$ cat src/rtl/hold_time_pkg.sv
package hold_time_pkg;
  localparam int unsigned BCD_W = 8;
  typedef logic [BCD_W-1:0] bcd_t;

  function automatic bcd_t bcd_next(input bcd_t v, input bcd_t top);
    bcd_t r;
    if (v == top)            r = '0;
    else if (v[3:0] == 4'd9) r = {v[7:4] + 4'd1, 4'd0};
    else                     r = {v[7:4], v[3:0] + 4'd1};
    return r;
  endfunction
endpackage

$ cat src/rtl/bcd_field.sv
module bcd_field
  import hold_time_pkg::*;
#(
  parameter bcd_t TOP = 8'h59
) (
  input  logic clk_i,
  input  logic rst_ni,
  input  logic inc_i,
  output bcd_t val_o,
  output logic carry_o
);
  bcd_t val_q;

  always_ff @(posedge clk_i or negedge rst_ni) begin
    if (!rst_ni)    val_q <= '0;
    else if (inc_i) val_q <= bcd_next(val_q, TOP);
  end

  assign val_o   = val_q;
  assign carry_o = inc_i && (val_q == TOP);


  bcd_range_chk: assert property (@(posedge clk_i) disable iff (!rst_ni)
    (val_q <= TOP) && (val_q[3:0] <= 4'd9));

  bcd_wrap_chk: assert property (@(posedge clk_i) disable iff (!rst_ni)
    (inc_i && val_q == TOP) |=> (val_q == '0));
endmodule

$ cat src/rtl/hold_ctrl.sv
module hold_ctrl #(
  parameter int unsigned TIMEOUT_TICKS = 2,
  localparam int unsigned WD_W = $clog2(TIMEOUT_TICKS + 1)
) (
  input  logic clk_i,
  input  logic rst_ni,
  input  logic start_i,
  input  logic stop_i,
  input  logic sec_tick_i,
  input  logic ref_tick_i,
  input  logic half_tick_i,
  output logic hold_o,
  output logic force_o,
  output logic advance_o
);
  localparam logic [WD_W-1:0] WD_LAST = WD_W'(TIMEOUT_TICKS - 1);

  logic            hold_q, force_q, pend_q;
  logic [WD_W-1:0] wd_q;
  logic            open_w, fire_w, close_w, apply_w;

  assign open_w  = !hold_q && start_i;
  // stop wins over a simultaneous timeout
  assign fire_w  = hold_q && half_tick_i && (wd_q == WD_LAST) && !stop_i;
  assign close_w = hold_q && (stop_i || fire_w);
  assign apply_w = !hold_q && pend_q && ref_tick_i;

  always_ff @(posedge clk_i or negedge rst_ni) begin
    if (!rst_ni) begin
      hold_q  <= 1'b0;
      force_q <= 1'b0;
      wd_q    <= '0;
    end else begin
      force_q <= fire_w;
      if (open_w) begin
        hold_q <= 1'b1;
        wd_q   <= '0;
      end else if (close_w) begin
        hold_q <= 1'b0;
      end else if (hold_q && half_tick_i) begin
        wd_q <= wd_q + 1'b1;
      end
    end
  end

  // at most one stored increment
  always_ff @(posedge clk_i or negedge rst_ni) begin
    if (!rst_ni)                      pend_q <= 1'b0;
    else if (hold_q && sec_tick_i)    pend_q <= 1'b1;
    else if (apply_w && !sec_tick_i)  pend_q <= 1'b0;
  end

  // a fresh tick goes now; a pending one waits for the next reference tick
  assign advance_o = !hold_q && (sec_tick_i || (pend_q && ref_tick_i));
  assign hold_o    = hold_q;
  assign force_o   = force_q;


  force_pulse_chk: assert property (@(posedge clk_i) disable iff (!rst_ni)
    force_q |=> !force_q);

  force_drop_chk: assert property (@(posedge clk_i) disable iff (!rst_ni)
    force_q |-> !hold_q);

  pend_origin_chk: assert property (@(posedge clk_i) disable iff (!rst_ni)
    $rose(pend_q) |-> $past(hold_q));

  wd_bound_chk: assert property (@(posedge clk_i) disable iff (!rst_ni)
    wd_q < WD_W'(TIMEOUT_TICKS));

  stop_close_chk: assert property (@(posedge clk_i) disable iff (!rst_ni)
    (hold_q && stop_i) |=> (!hold_q && !force_q));
endmodule

$ cat src/rtl/hold_time_counter.sv
module hold_time_counter
  import hold_time_pkg::*;
#(
  parameter int unsigned TIMEOUT_TICKS = 2,
  parameter bcd_t        SEC_TOP       = 8'h59,
  parameter bcd_t        MIN_TOP       = 8'h59,
  parameter bcd_t        HOUR_TOP      = 8'h23
) (
  input  logic       clk_i,
  input  logic       rst_ni,
  input  logic       start_i,
  input  logic       stop_i,
  input  logic       sec_tick_i,
  input  logic       ref_tick_i,
  input  logic       half_tick_i,
  output logic       hold_o,
  output logic       force_release_o,
  output logic [7:0] sec_o,
  output logic [7:0] min_o,
  output logic [7:0] hour_o
);
  localparam int unsigned N_FIELDS = 3;
  localparam bcd_t FIELD_TOP [N_FIELDS] = '{SEC_TOP, MIN_TOP, HOUR_TOP};

  logic advance_w;
  logic [N_FIELDS:0] inc_w;
  bcd_t val_w [N_FIELDS];

  hold_ctrl #(.TIMEOUT_TICKS(TIMEOUT_TICKS)) i_hold_ctrl (
    .clk_i       (clk_i),
    .rst_ni      (rst_ni),
    .start_i     (start_i),
    .stop_i      (stop_i),
    .sec_tick_i  (sec_tick_i),
    .ref_tick_i  (ref_tick_i),
    .half_tick_i (half_tick_i),
    .hold_o      (hold_o),
    .force_o     (force_release_o),
    .advance_o   (advance_w)
  );

  assign inc_w[0] = advance_w;

  for (genvar g = 0; g < N_FIELDS; g++) begin : g_field
    bcd_field #(.TOP(FIELD_TOP[g])) i_field (
      .clk_i   (clk_i),
      .rst_ni  (rst_ni),
      .inc_i   (inc_w[g]),
      .val_o   (val_w[g]),
      .carry_o (inc_w[g+1])
    );
  end

  assign sec_o  = val_w[0];
  assign min_o  = val_w[1];
  assign hour_o = val_w[2];


  hold_freeze_chk: assert property (@(posedge clk_i) disable iff (!rst_ni)
    hold_o |=> $stable({hour_o, min_o, sec_o}));

  idle_tick_chk: assert property (@(posedge clk_i) disable iff (!rst_ni)
    (!hold_o && sec_tick_i) |=> !$stable(sec_o));
endmodule

$ cat config.mk
export PLATFORM = sky130hd
export DESIGN_NAME = hold_time_counter
export DESIGN_NICKNAME = d
export VERILOG_FILES = /design/src/rtl/hold_time_pkg.sv /design/src/rtl/bcd_field.sv /design/src/rtl/hold_ctrl.sv /design/src/rtl/hold_time_counter.sv
export SDC_FILE = /design/constraint.sdc
export NUM_CORES = 1
export LEC_CHECK = 0
export BUFFER_PORTS_ARGS = -buffer_cell sky130_fd_sc_hd__buf_2
export CELL_PAD_IN_SITES_DETAIL_PLACEMENT = 1
export CELL_PAD_IN_SITES_GLOBAL_PLACEMENT = 1
export CORE_UTILIZATION = 42
export CTS_CLUSTER_SIZE = 16
export DETAILED_ROUTE_END_ITERATION = 16
export HOLD_SLACK_MARGIN = 0.08
export PLACE_DENSITY = 0.89
export SYNTH_ARGS = -nofsm -noshare
export SYNTH_HDL_FRONTEND = slang
export SYNTH_SLANG_ARGS = --single-unit
$ cat constraint.sdc
create_clock -name clk_i -period 2.2 [get_ports clk_i]
set_clock_uncertainty 0.2 [all_clocks]
set_input_delay 0.22 -clock clk_i [delete_from_list [all_inputs] [get_ports clk_i]]
set_output_delay 0.22 -clock clk_i [all_outputs]
set_load 0.005 [all_outputs]
# Yosys cells after proc, flatten, opt, wreduce, memory -nomap -nowiden
# Index checks and enable logic that the tools add are counted.
# classes
n_reduce_logical	28
eq_ne	8
add_sub_neg	7
muxes	13
# ops
cell	n
two-way mux 8 bit	6
adder 4 x 1 -> 4 bit, second input constant	6
== test 8 x 7 -> 1 bit, second input constant	2
logical AND 1 bit	13
== test 4 bit, second input constant	3
nonzero test 2 bit	6
== test 8 x 6 -> 1 bit, second input constant	1
AND reduction 2 bit	4
two-way mux 2 bit	3
two-way mux 1 bit	4
logical NOT 1 bit	3
adder 2 x 1 -> 2 bit, second input constant	1
== test 2 x 1 -> 1 bit, second input constant	1
logical OR 1 bit	2
!= test 2 x 1 -> 1 bit, second input constant	1
# word_totals
inputBits	7
elab_cells	66
output_inout_bits	26
ff_bits	29

# Logic depth before layout (Yosys ltp)
# depth
ltp_word	7
ltp_mapped	6

# Cells and area by module
# From an unflattened synthesis, not the netlist that was laid out.
# unflattened
cells_unflattened	153
hier_area_um2	1641.6
# by_module_without_submodules
module	cells_each	area_per_inst_um2	instances	seq_area_each_um2
bcd_field at g_field[0].i_field ...	40	460.4	2	200.2
bcd_field at g_field[2].i_field	48	469.2	1	200.2
hold_ctrl	25	251.5	1	125.1

# Worst setup path after synthesis
# Ideal clock, no wire load.
# synth_path
kind	reg2reg
from	register g_field[0].i_field.val_q[5]
to	register g_field[1].i_field.val_q[1]
synth_period_minus_slack_ns	1.970
setup_ns	0.074
setup_slack_ns	0.230
path_buffers	0
arrival_time_ns	1.696
stages_incl_launch_ff	7
cell_sequence	dfrtp_1 -> inv_1 -> ha_1 -> nand3b_4 -> or4_4 -> or3_1 -> o21ai_2
# synth_via
elab_chain_len	2
# synth_lines
element	line_no	source
from (decl)	bcd_field.sv:12	bcd_t val_q;
from (signal assigned)	bcd_field.sv:16	else if (inc_i) val_q <= bcd_next(val_q, TOP);
== test 8 x 7 -> 1 bit	bcd_field.sv:20	assign carry_o = inc_i && (val_q == TOP);
logical AND 1 bit	bcd_field.sv:20	
to (signal assigned)	bcd_field.sv:16	
to (decl)	bcd_field.sv:12	
# Every way passes these cells.
# A chain may end at the register's enable or synchronous reset.

# Worst setup path after layout
# Same ends and word-level chain as after synthesis.

==> summary.txt <==
Logic synthesis
  • Number of synthesized register bits: 29
  • Yosys warns: 0
  • Synth cell types: 48
  • Sequential-to-total area share from yosys stat: 43.7%
  • Syn nets: 178
  • Post-Syn Instances: 158
  • Mapped Avg Cell Area: 10.5 um^2
  • Number of synthesized flops with an enable pin: 0
  • Dominant synthesized flop cell: dfrtp_1
  • Ys async rst share: 100%
  • Synthesized area: 1660 um^2

Timing
  • Slew at the pin with the worst max-slew slack: 0.663 ns
  • Final hold violations: 0
  • Worst hold slack: 0.114 ns
  • Fin. max-slew vios: 0
  • Final period util: 96.3%
  • Minimum clock period: 2.12 ns
  • Maximum clock rate: 472 MHz
  • Slew Limit Headroom: 55.8%
  • Setup-violating endpoint count in the final report: 0

Worst hold path
  • Worst hold path stage count: 4
  • Hold EP: i_hold_ctrl.pend_q
  • Min-Delay Startpoint: ref_tick_i
  • Hold crit path type: input port to flop

Critical path
  • Worst R2R End: g_field[1].i_field.val_o[1]
  • Critical Path Start Type: flop
  • R2r setup slk: 0.08 ns
  • Worst setup EP type: flop
  • CP delay by family, top: simple AND/OR/NAND/NOR gates
  • CP Cell Sequence: inv_1, ha_1, nand3b_4, or4_4, or3_1, o21ai_2
  • Worst flop-to-flop path startpoint: g_field[0].i_field.val_o[5]
  • CP bufs+invs: 1
  • Crit path DAT: 2.12 ns
  • Crit path max fanout: 4
  • R2r worst-path depth: 6
  • WP data required: 2.20 ns
  • Slowest stage cell, crit path: or4_4
  • CP Class: flop to flop
  • Slowest cell delay on critical path: 0.55 ns

Drt
  • Final ANT Viol Nets: 0
  • Uppermost layer routed: met4
  • Final wirelength: 4.26 mm
  • 1st-iter DRT viols: 69
  • Via count: 1,420
  • Wire length on met2: 2.28 mm
  • Detailed route wirelength on metal3: 99 um
  • WL met1: 1.75 mm
  • Router iterations before antenna repair: 4
  • Vias per inst: 5.53
  • Post-route DRC: 0
  • DR WL/cell: 16.6 um

Power
  • Pint: 1100 uW
  • Sw frac: 34.0%
  • Max VDD drop: 0.506 mV
  • Sw power: 565 uW
  • Tot Pwr: 1660 uW
  • Static leakage: 0.00108 uW
  • Clock power frac: 26.3%
  • Logic pwr share: 27.5%
  • Sequential fraction of design power: 46.2%
  • Cell Pwr Density: 801 nW/um^2

Cells and area
  • Final core occ: 55.8%
  • Non-filler instance count after layout: 257
  • Register area: 726 um^2
  • Share of cells above drive strength 1: 30.1%
  • Multi-input gate area: 900 um^2
  • Most frequent cells in the layout: buf_2 (32), dfrtp_1 (29), nand2_1 (15), nor2_1 (13), ha_1 (13)
  • Final instance area: 2070 um^2
  • Number of fill cells: 421
  • Area added between synthesis and finish: 25.0%
  • Diodes inserted: 0
  • Fin nets: 229
  • Commonest non-fill, non-tap cell in the layout: buf_2

Clock tree
  • Clock transition at path regs: 0.06 ns
  • Clk root buf: clkbuf_8
  • Worst-skew pair later-pin latency: 0.28 ns
  • # H-tree levels: 2
  • CTS tree: yes
  • TritonCTS Buffers: 5
  • CTS max path bufs: 2
  • PostCTS Resize Cnt: 0
  • # clock sinks: 29

Floorplan
  • Die width: 64.9 um
  • Core outline area: 3720 um^2
  • IO Pins: 33
  • Die H: 64.9 um
  • Starting Density: 44.6%
  • Die Area: 4210 um^2
  • Row cnt: 22

GRT
  • Largest net degree at the start of global routing: 30
  • GRT Overall Usage: 22.6%
  • First-pass GRT wire length: 7.22 mm
  • Initial antenna violation count: 0
  • Global route overflow: 0
  • Number of global-route vias before repair: 1,570

Run status
  • Status: finished clean

Run
  • Max_cap viols: 0

Place
  • PortBufs: 32
  • Dpl cells: 242
  • DP Area: 1910 um^2
  • Detailed Place HPWL: 3.16 mm
  • RD Place Congestion: 0.752
==> synthesized netlist by cell type, drive strengths merged, types with 2 or more instances <==
cell type / count / area, um^2
nor3: 3 / 20.0
nand4b: 2 / 17.5
and3: 2 / 12.5
nor4: 3 / 40.0
and3b: 4 / 37.5
nand2b: 4 / 25.0
nor2: 13 / 48.8
nand3b: 3 / 47.6
mux2: 6 / 67.6
ha: 13 / 163
a21oi: 5 / 28.8
nand3: 6 / 30.0
inv: 8 / 30.0
a21o: 2 / 16.3
xor2: 2 / 17.5
nor3b: 2 / 15.0
nand4: 4 / 25.0
dfrtp: 29 / 726
and4b: 2 / 20.0
nand2: 15 / 56.3
o21ai: 10 / 53.8
xnor2: 2 / 17.5
==> cell families (layout without fill, tap and decap cells) <==
family,count (synthesis),count (layout),share of synthesized area (%)
mux,7,7,4.68
buf+inv,9,60,2.04
fa+ha+maj,13,13,9.80
simple gates,68,68,26.2
xor+xnor,4,4,2.11
compound gates,28,28,11.4
flops,29,29,43.7
==> through the flow <==
step	setup TNS, ns	setup slack (ns)
2_1_floorplan	0	0.230
6_report	0	0.0816
3_3_place_gp	0	0.174
5_1_grt	-0.0499	-0.0335
3_5_place_dp	0	0.0444
4_1_cts	0	0.00566
==> flip-flops by register name (all words and copies together), names as in the netlist <==
register	count
i_hold_ctrl.wd_q	2
i_hold_ctrl.pend_q	1
i_hold_ctrl.force_o	1
g_field.i_field.val_o	24
i_hold_ctrl.hold_o	1
==> power groups by stage <==
stage / Sequential, uW / Combinational [uW] / Clock (uW)
after floorplan: 756 / 267 / 0
after global placement: 760 / 409 / 0
after detailed placement: 776 / 443 / 0
after CTS: 766 / 461 / 443
after global routing: 788 / 515 / 466
final: 767 / 458 / 437
==> layout make-up <==
class                   count  area share (%)
multi-input cells         120            43.4
flip-flops and latches     29            35.0
repair buffers             45            13.1
clock buffers               7            4.16
well taps                  48            2.90
inverters                   8            1.45
==> routing by layer <==
| metal | vias up | track usage (%) |
|---|---|---|
| met3 | 12 | 4.40 |
| met1 | 706 | 24.2 |
| met2 | 30 | 42.7 |
| met5 | - | 0 |
| met4 | 0 | 8.89 |
| li1 | 672 | - |
==> how the worst max path moves through the flow <==
stage / start / to / slack, ns / cells after the start
floorplan: g_field[0].i_field.val_o[5] / g_field[1].i_field.val_o[1] / 0.23 / 6
finish: g_field[0].i_field.val_o[5] / g_field[1].i_field.val_o[1] / 0.08 / 6
global placement: g_field[0].i_field.val_o[1] / g_field[1].i_field.val_o[7] / 0.17 / 5
detailed placement: g_field[0].i_field.val_o[1] / g_field[1].i_field.val_o[7] / 0.04 / 5
global route: g_field[0].i_field.val_o[0] / g_field[1].i_field.val_o[7] / -0.03 / 5
CTS: g_field[0].i_field.val_o[1] / g_field[1].i_field.val_o[7] / 0.006 / 5
==> worst register-to-register path, stage by stage (launching register included) <==
cell,delay [ns]
dfrtp_1,0.40
inv_1,0.09
ha_1,0.24
nand3b_4,0.13
or4_4,0.55
or3_1,0.36
o21ai_2,0.08
==> repair_timing <==
item | CTS | global route
endpoints found under the setup margin | 0 | 6
hold endpoints to repair | 32 | 0
hold buffers | 6 | 0
setup buffers | 0 | 2
No activity file was read; power rests on OpenSTA's default activity.
